## config.mk

```make
export PLATFORM = sky130hd
export DESIGN_NAME = cfg_loader_top
export DESIGN_NICKNAME = d
export VERILOG_FILES = /design/src/rtl/cfg_loader_pkg.sv /design/src/rtl/cfg_phase_gen.sv /design/src/rtl/cfg_byte_hold.sv /design/src/rtl/cfg_seq.sv /design/src/rtl/cfg_loader_top.sv
export SDC_FILE = /design/constraint.sdc
export NUM_CORES = 1
export LEC_CHECK = 0
export BUFFER_PORTS_ARGS = -buffer_cell sky130_fd_sc_hd__buf_2
export CORE_ASPECT_RATIO = 0.6
export CORE_MARGIN = 4
export CORE_UTILIZATION = 25
export DETAILED_ROUTE_END_ITERATION = 10
export MAX_ROUTING_LAYER = met4
export PLACE_DENSITY = 0.44
export SYNTH_ARGS = -nofsm -noshare
export SYNTH_HDL_FRONTEND = slang
export SYNTH_SLANG_ARGS = --single-unit
```

## constraint.sdc

```tcl
create_clock -name clk -period 2.54 [get_ports clk]
set_input_delay 0.762 -clock clk [delete_from_list [all_inputs] [get_ports clk]]
set_output_delay 0.762 -clock clk [all_outputs]
set_load 0.01 [all_outputs]
```

## src/rtl/cfg_loader_pkg.sv

```systemverilog
package cfg_loader_pkg;

  typedef enum logic [2:0] {
    LD_IDLE,
    LD_PROG,
    LD_WAIT_LO,
    LD_WAIT_HI,
    LD_XFER,
    LD_START
  } ld_state_e;

  function automatic int unsigned max3(int unsigned a, int unsigned b, int unsigned c);
    int unsigned m;
    m = (a > b) ? a : b;
    return (m > c) ? m : c;
  endfunction

  // configuration clock level for a given phase count
  function automatic logic clk_level(int unsigned ph, int unsigned half);
    return ph >= half;
  endfunction

  // busy decision: live value in the sampling cycle, held value later
  function automatic logic busy_refused(logic chk_en, logic at_sample,
                                        logic busy_now, logic busy_held);
    return chk_en && (at_sample ? busy_now : busy_held);
  endfunction

endpackage

```

## src/rtl/cfg_phase_gen.sv

```systemverilog
module cfg_phase_gen
  import cfg_loader_pkg::*;
#(
  parameter int unsigned CLK_DIV = 4,
  parameter int unsigned PH_W    = 2
) (
  input  logic clk,
  input  logic rst_n,
  input  logic run,
  input  logic hold,
  output logic cfg_clk,
  output logic rise_evt,
  output logic smp_evt,
  output logic end_evt
);
  localparam int unsigned HALF = CLK_DIV / 2;
  localparam logic [PH_W-1:0] PH_PRE  = PH_W'(HALF - 1);
  localparam logic [PH_W-1:0] PH_HALF = PH_W'(HALF);
  localparam logic [PH_W-1:0] PH_LAST = PH_W'(CLK_DIV - 1);

  logic [PH_W-1:0] ph_q;

  always_ff @(posedge clk or negedge rst_n) begin
    if (!rst_n) begin
      ph_q <= '0;
    end else if (!run) begin
      ph_q <= '0;
    end else if (ph_q == PH_PRE && hold) begin
      ph_q <= ph_q;
    end else if (ph_q == PH_LAST) begin
      ph_q <= '0;
    end else begin
      ph_q <= ph_q + 1'b1;
    end
  end

  assign cfg_clk  = clk_level(32'(ph_q), HALF);
  assign rise_evt = run && (ph_q == PH_PRE) && !hold;
  assign smp_evt  = run && (ph_q == PH_HALF);
  assign end_evt  = run && (ph_q == PH_LAST);

endmodule

```

## src/rtl/cfg_byte_hold.sv

```systemverilog
module cfg_byte_hold
  import cfg_loader_pkg::*;
#(
  parameter int unsigned DW         = 8,
  parameter bit          BUSY_CHECK = 1'b1
) (
  input  logic          clk,
  input  logic          rst_n,
  input  logic          clr,
  input  logic          load_en,
  input  logic [DW-1:0] din,
  input  logic          din_last,
  input  logic          smp_evt,
  input  logic          end_evt,
  input  logic          cfg_busy,
  output logic          have_byte,
  output logic [DW-1:0] dout,
  output logic          dout_last,
  output logic          stall_evt,
  output logic          take_evt
);
  logic busy_held;
  logic refused;
  logic have_q;

  generate
    if (BUSY_CHECK) begin : g_busy
      logic busy_q;
      always_ff @(posedge clk or negedge rst_n) begin
        if (!rst_n)       busy_q <= 1'b0;
        else if (smp_evt) busy_q <= cfg_busy;
      end
      assign busy_held = busy_q;
    end else begin : g_nobusy
      assign busy_held = 1'b0;
    end
  endgenerate

  assign refused   = busy_refused(BUSY_CHECK, smp_evt, cfg_busy, busy_held);
  assign take_evt  = end_evt && have_q && !refused;
  assign stall_evt = end_evt && have_q && refused;

  always_ff @(posedge clk or negedge rst_n) begin
    if (!rst_n) begin
      have_q <= 1'b0;
    end else if (clr) begin
      have_q <= 1'b0;
    end else if (load_en) begin
      have_q <= 1'b1;
    end else if (take_evt) begin
      have_q <= 1'b0;
    end
  end

  always_ff @(posedge clk or negedge rst_n) begin
    if (!rst_n) begin
      dout      <= '0;
      dout_last <= 1'b0;
    end else if (load_en) begin
      dout      <= din;
      dout_last <= din_last;
    end
  end

  assign have_byte = have_q;

endmodule

```

## src/rtl/cfg_seq.sv

```systemverilog
module cfg_seq
  import cfg_loader_pkg::*;
#(
  parameter int unsigned PROG_PULSE    = 3,
  parameter int unsigned INIT_WAIT_MAX = 4096,
  parameter int unsigned STARTUP_MAX   = 1024
) (
  input  logic clk,
  input  logic rst_n,
  input  logic start,
  input  logic cfg_ready,
  input  logic cfg_done,
  input  logic have_byte,
  input  logic take_evt,
  input  logic last_held,
  input  logic rise_evt,
  output logic run,
  output logic hold,
  output logic clr,
  output logic xfer,
  output logic prog_n,
  output logic st_busy,
  output logic st_done_ok,
  output logic st_error,
  output logic st_timeout
);
  localparam int unsigned CNT_MAX = max3(PROG_PULSE, INIT_WAIT_MAX, STARTUP_MAX);
  localparam int unsigned CNT_W   = $clog2(CNT_MAX + 1);
  localparam logic [CNT_W-1:0] PROG_END = CNT_W'(PROG_PULSE - 1);
  localparam logic [CNT_W-1:0] WAIT_END = CNT_W'(INIT_WAIT_MAX - 1);
  localparam logic [CNT_W-1:0] SU_END   = CNT_W'(STARTUP_MAX);

  ld_state_e        st_q, st_d;
  logic [CNT_W-1:0] cnt_q, cnt_d;
  logic             ok_q, ok_d, err_q, err_d, to_q, to_d;
  logic             active, abort;

  assign active = (st_q == LD_XFER) || (st_q == LD_START);
  assign abort  = active && (!cfg_ready || cfg_done ||
                             ((st_q == LD_START) && (cnt_q == SU_END)));

  always_comb begin
    st_d  = st_q;
    cnt_d = cnt_q;
    ok_d  = ok_q;
    err_d = err_q;
    to_d  = to_q;
    unique case (st_q)
      LD_IDLE: begin
        if (start) begin
          st_d  = LD_PROG;
          cnt_d = '0;
          ok_d  = 1'b0;
          err_d = 1'b0;
          to_d  = 1'b0;
        end
      end
      LD_PROG: begin
        if (cnt_q == PROG_END) begin
          st_d  = LD_WAIT_LO;
          cnt_d = '0;
        end else begin
          cnt_d = cnt_q + 1'b1;
        end
      end
      LD_WAIT_LO, LD_WAIT_HI: begin
        cnt_d = cnt_q + 1'b1;
        if (st_q == LD_WAIT_LO && !cfg_ready) begin
          st_d = LD_WAIT_HI;
        end else if (st_q == LD_WAIT_HI && cfg_ready) begin
          st_d  = LD_XFER;
          cnt_d = '0;
        end else if (cnt_q == WAIT_END) begin
          st_d = LD_IDLE;
          to_d = 1'b1;
        end
      end
      LD_XFER: begin
        if (!cfg_ready) begin
          st_d  = LD_IDLE;
          err_d = 1'b1;
        end else if (cfg_done) begin
          st_d = LD_IDLE;
          ok_d = 1'b1;
        end else if (take_evt && last_held) begin
          st_d  = LD_START;
          cnt_d = '0;
        end
      end
      LD_START: begin
        if (!cfg_ready) begin
          st_d  = LD_IDLE;
          err_d = 1'b1;
        end else if (cfg_done) begin
          st_d = LD_IDLE;
          ok_d = 1'b1;
        end else if (cnt_q == SU_END) begin
          st_d = LD_IDLE;
          to_d = 1'b1;
        end else if (rise_evt) begin
          cnt_d = cnt_q + 1'b1;
        end
      end
      default: st_d = LD_IDLE;
    endcase
  end

  always_ff @(posedge clk or negedge rst_n) begin
    if (!rst_n) begin
      st_q  <= LD_IDLE;
      cnt_q <= '0;
      ok_q  <= 1'b0;
      err_q <= 1'b0;
      to_q  <= 1'b0;
    end else begin
      st_q  <= st_d;
      cnt_q <= cnt_d;
      ok_q  <= ok_d;
      err_q <= err_d;
      to_q  <= to_d;
    end
  end

  assign run        = active;
  assign xfer       = (st_q == LD_XFER);
  assign hold       = (xfer && !have_byte) || abort;
  assign clr        = (st_q == LD_IDLE);
  assign prog_n     = (st_q != LD_PROG);
  assign st_busy    = (st_q != LD_IDLE);
  assign st_done_ok = ok_q;
  assign st_error   = err_q;
  assign st_timeout = to_q;

endmodule

```

## src/rtl/cfg_loader_top.sv

```systemverilog
module cfg_loader_top
  import cfg_loader_pkg::*;
#(
  parameter int unsigned DW            = 8,
  parameter int unsigned CLK_DIV       = 4,
  parameter int unsigned PROG_PULSE    = 3,
  parameter int unsigned INIT_WAIT_MAX = 4096,
  parameter int unsigned STARTUP_MAX   = 1024,
  parameter bit          BUSY_CHECK    = 1'b1
) (
  input  logic          clk,
  input  logic          rst_n,
  input  logic          start,
  input  logic          s_valid,
  input  logic [DW-1:0] s_data,
  input  logic          s_last,
  output logic          s_ready,
  output logic          cfg_prog_n,
  output logic          cfg_cs_n,
  output logic          cfg_wr_n,
  output logic          cfg_clk,
  output logic [DW-1:0] cfg_d,
  input  logic          cfg_ready,
  input  logic          cfg_busy,
  input  logic          cfg_done,
  output logic          st_busy,
  output logic          st_done_ok,
  output logic          st_error,
  output logic          st_timeout
);
  localparam int unsigned PH_W = $clog2(CLK_DIV);

  logic run, hold, clr, xfer;
  logic rise_evt, smp_evt, end_evt;
  logic have_byte, last_held, stall_evt, take_evt, load_en;

  cfg_phase_gen #(.CLK_DIV(CLK_DIV), .PH_W(PH_W)) u_phase (
    .clk(clk), .rst_n(rst_n), .run(run), .hold(hold),
    .cfg_clk(cfg_clk), .rise_evt(rise_evt), .smp_evt(smp_evt), .end_evt(end_evt)
  );

  assign s_ready = xfer && !have_byte && !cfg_clk;
  assign load_en = s_ready && s_valid;

  cfg_byte_hold #(.DW(DW), .BUSY_CHECK(BUSY_CHECK)) u_hold (
    .clk(clk), .rst_n(rst_n), .clr(clr), .load_en(load_en),
    .din(s_data), .din_last(s_last), .smp_evt(smp_evt), .end_evt(end_evt),
    .cfg_busy(cfg_busy), .have_byte(have_byte), .dout(cfg_d),
    .dout_last(last_held), .stall_evt(stall_evt), .take_evt(take_evt)
  );

  cfg_seq #(.PROG_PULSE(PROG_PULSE), .INIT_WAIT_MAX(INIT_WAIT_MAX),
            .STARTUP_MAX(STARTUP_MAX)) u_seq (
    .clk(clk), .rst_n(rst_n), .start(start), .cfg_ready(cfg_ready),
    .cfg_done(cfg_done), .have_byte(have_byte), .take_evt(take_evt),
    .last_held(last_held), .rise_evt(rise_evt), .run(run), .hold(hold),
    .clr(clr), .xfer(xfer), .prog_n(cfg_prog_n), .st_busy(st_busy),
    .st_done_ok(st_done_ok), .st_error(st_error), .st_timeout(st_timeout)
  );

  assign cfg_cs_n = !xfer;
  assign cfg_wr_n = !xfer;

endmodule

```

==> impl_metrics.env <==
export IMPL_status="completed"
export IMPL_cp_end_kind="output port"
export IMPL_fmax_mhz=425
export IMPL_grt_max_degree=33
export IMPL_async_flop_share=1.00
export IMPL_arrival_ps=1590
export IMPL_max_stage_delay_ps=620
export IMPL_synthSimpleGateAreaFrac=0.246
export IMPL_fp_dieH_um=76.5
export IMPL_synth_top_family_by_area="simple AND/OR/NAND/NOR gates"
export IMPL_yosysWarnings=0
export IMPL_routabilityCongestion=0.818
export IMPL_n_antenna_cell=0
export IMPL_drt_wl_total_mm=5.02
export IMPL_drc_errors=0
export IMPL_grt_antenna_before_repair=0
export IMPL_synthAdderAreaFrac=0.0384
export IMPL_htreeDepth=2
export IMPL_final_min_clock_period_ps=2350
export IMPL_combPwrFrac=0.403
export IMPL_synth_edf_count=0
export IMPL_die_w_um=122
export IMPL_cts_root_buf="clkbuf_16"
export IMPL_wl_met2_mm=1.70
export IMPL_grt_pass1_wl_mm=8.00
export IMPL_synthCells=199
export IMPL_post_route_period_util=0.926
export IMPL_net_switching_power_uw=839
export IMPL_drive_above_1_share=0.278
export IMPL_path_class="reg -> out"
export IMPL_critPathMaxFanout=14
export IMPL_syn_nets=221
export IMPL_n_fill_cell=787
export IMPL_placement_io_buffers=32
export IMPL_start_kind="flip-flop"
export IMPL_synthMuxAreaShare=0.0679
export IMPL_cts_resized=0
export IMPL_numCtsBuffers=5
export IMPL_drt_vias_per_instance=4.65
export IMPL_wl_met1_mm=3.04
export IMPL_syn_to_final_growth_pct=23.8
export IMPL_power_density_nw_per_um2=944
export IMPL_holdBufCountCts=0
export IMPL_crit_chain="and2b_1, nand2_1, nor3_2, buf_2"
export IMPL_clkLatencyLatePin_ps=280
export IMPL_cts_path_max_buffers=2
export IMPL_synth_seq_cells=32
export IMPL_first_pass_iters=4
export IMPL_dieArea_um2=9340
export IMPL_post_synth_instance_area_um2=1950
export IMPL_p_clk_frac=0.302
export IMPL_seq_power_share=0.295
export IMPL_io_pin_count=33
export IMPL_swShare=0.367
export IMPL_synthFlopType="dfrtp_1"
export IMPL_hold_viol=0
export IMPL_grt_pass1_vias=1446
export IMPL_vdd_drop_max_mv=0.327
export IMPL_coreArea_um2=7420
export IMPL_yosysSeqAreaShare=0.410
export IMPL_cts_setup_buffers=0
export IMPL_tns_ps=0
export IMPL_drt_antenna_violating_nets=0
export IMPL_synth_xor_area_share=0.00448
export IMPL_worstMarginPinSlew_ps=750
export IMPL_synth_distinct_cells=48
export IMPL_synth_compound_area_frac=0.192
export IMPL_dpl_hpwl_mm=3.82
export IMPL_hold_path_class="reg -> reg"
export IMPL_max_slew_margin=0.500
export IMPL_skew_ps=5.26
export IMPL_syn_avg_cell_area_um2=9.82
export IMPL_rsz0062_at_grt="false"
export IMPL_wl_per_cell_um=14.7
export IMPL_instances_no_fill=341
export IMPL_cts_sinks=32
export IMPL_cts_tree="yes"
export IMPL_cp_slowest_cell="dfrtp_1"
export IMPL_via_count=1587
export IMPL_wl_met3_um=206
export IMPL_top_layer_used="met4"
export IMPL_finalNetCount=258
export IMPL_cap_violations=0
export IMPL_dp_cells=333
export IMPL_initial_core_util=0.263
export IMPL_globalRouteTotalUtil=0.114
export IMPL_leakage_nw=1.16
export IMPL_overflow=0
export IMPL_drv_slew=0
export IMPL_first_iter_violations=95
export IMPL_cp_required_ps=1780
export IMPL_num_rows=24
export IMPL_p_int_mw=1.44
export IMPL_cts_reportedPaths_clkPinSlew_ps=50
export IMPL_setup_viol=0
[critical path, delay by kind of cell (launching register included)]
kind                   cells  cell delay, ps
flip-flops                 1             620
buffers and inverters      1             160
AND/OR/NAND/NOR            3             520
[sequential cells by signal, summed over array words and instances, names as in the netlist]
| register | count |
|---|---|
| u_seq.cnt_q | 13 |
| u_hold.dout | 8 |
| u_seq.st_q | 3 |
| u_phase.ph_q | 2 |
| u_hold.busy_held | 1 |
| u_hold.dout_last | 1 |
| u_hold.have_byte | 1 |
| u_seq.st_done_ok | 1 |
| u_seq.st_error | 1 |
| u_seq.st_timeout | 1 |
[cell families (layout without fill, tap and decap cells)]
kind of cell	count (synthesis)	count (layout)
AND/OR/NAND/NOR	79	79
AO/OA/AOI/OAI	51	51
flip-flops	32	32
buffers and inverters	18	56
multiplexers	12	12
adder cells (fa/ha/maj)	6	6
XOR/XNOR	1	1
[through the flow]
step / total power [mW] / hold slack [ps] / instance area [um2] / setup slack [ps] / utilization
after CTS: 2.31 / 500 / 2410 / 132 / 0.326
after global placement: 1.60 / 485 / 2250 / 163 / 0.303
after detailed placement: 1.61 / 482 / 2250 / 33.9 / 0.303
after floorplan: 1.31 / 466 / 1950 / 344 / -
after global routing: 2.44 / 507 / 2420 / 61.9 / 0.326
final: 2.28 / 499 / 2420 / 188 / 0.326
[cell type report]
cell class	count	area [um2]	share of cell area
clock buffers	5	125	0.0517
flip-flops and latches	32	801	0.331
inverters	10	37.5	0.0155
repair buffers	38	205	0.0848
well taps	104	130	0.0538
clock inverters	3	42.5	0.0176
multi-input cells	149	1080	0.446
[routing by layer]
metal | vias to the layer above | global-route usage
met5 | - | -
met4 | 0 | 0.0402
met3 | 8 | 0.0297
met2 | 30 | 0.115
met1 | 747 | 0.194
li1 | 802 | -
[Yosys cell counts (all sizes together) (2+ instances only)]
| library cell | n | area [um2] |
|---|---|---|
| a211oi | 2 | 15.0 |
| a21oi | 6 | 30.0 |
| a22o | 9 | 78.8 |
| a31oi | 2 | 27.5 |
| a41oi | 2 | 25.0 |
| and2 | 3 | 18.8 |
| and2b | 2 | 17.5 |
| and3 | 7 | 43.8 |
| and4 | 3 | 26.3 |
| buf | 6 | 35.0 |
| clkbuf | 2 | 7.51 |
| dfrtp | 32 | 801 |
| ha | 6 | 75.1 |
| inv | 9 | 33.8 |
| mux2 | 10 | 113 |
| mux2i | 2 | 20.0 |
| nand2 | 11 | 41.3 |
| nand2b | 4 | 25.0 |
| nand3 | 4 | 20.0 |
| nand3b | 2 | 15.0 |
| nand4 | 4 | 25.0 |
| nor2 | 16 | 60.1 |
| nor2b | 10 | 62.6 |
| nor3 | 3 | 15.0 |
| nor3b | 2 | 26.3 |
| nor4 | 2 | 42.5 |
| o21ai | 18 | 90.1 |
| o2bb2ai | 2 | 17.5 |
| o31ai | 3 | 22.5 |
| or2 | 2 | 12.5 |
| or3 | 2 | 12.5 |
[path summary, 6_finish.rpt]
| check | from | end | slack, ps | cells after the start |
|---|---|---|---|---|
| setup / recovery | u_seq.st_q[2] | s_ready | 190 | 4 |
| hold / removal | u_hold.dout[2] | u_hold.dout[2] | 500 | 1 |
| setup reg to reg | u_phase.ph_q[0] | u_seq.cnt_q[7] | 250 | 7 |
| hold reg to reg | u_hold.dout[2] | u_hold.dout[2] | 500 | 1 |
| max in group asynchronous | rst_n | u_phase.ph_q[0] | 1510 | 1 |
| min in group asynchronous | rst_n | u_seq.cnt_q[3] | 550 | 1 |
[placed cells by master, fill, tap and decap left out, types with 3 or more instances in the layout]
| master | netlist | layout |
|---|---|---|
| dfrtp_1 | 32 | 32 |
| o21ai_0 | 10 | 10 |
| and4_1 | 3 | 3 |
| inv_1 | 9 | 9 |
| and2_1 | 3 | 3 |
| buf_4 | 2 | 6 |
| a22o_1 | 9 | 9 |
| buf_2 | 4 | 32 |
| nand2b_1 | 4 | 4 |
| nor2b_1 | 10 | 10 |
| nor2_1 | 16 | 16 |
| o21ai_1 | 8 | 8 |
| nand3_1 | 4 | 4 |
| ha_1 | 6 | 6 |
| clkbuf_16 | 0 | 5 |
| nand4_1 | 4 | 4 |
| mux2_2 | 10 | 10 |
| and3_1 | 7 | 7 |
| o31ai_1 | 3 | 3 |
| a21oi_1 | 6 | 6 |
| nand2_1 | 11 | 11 |
[power groups by stage]
stage	Clock [mW]	Combinational, mW	Sequential, mW
floorplan	0	0.638	0.675
global placement	0	0.921	0.684
detailed placement	0	0.922	0.684
CTS	0.704	0.927	0.675
global route	0.731	1.02	0.689
finish	0.689	0.920	0.674
No activity file was read; power rests on OpenSTA's default activity.
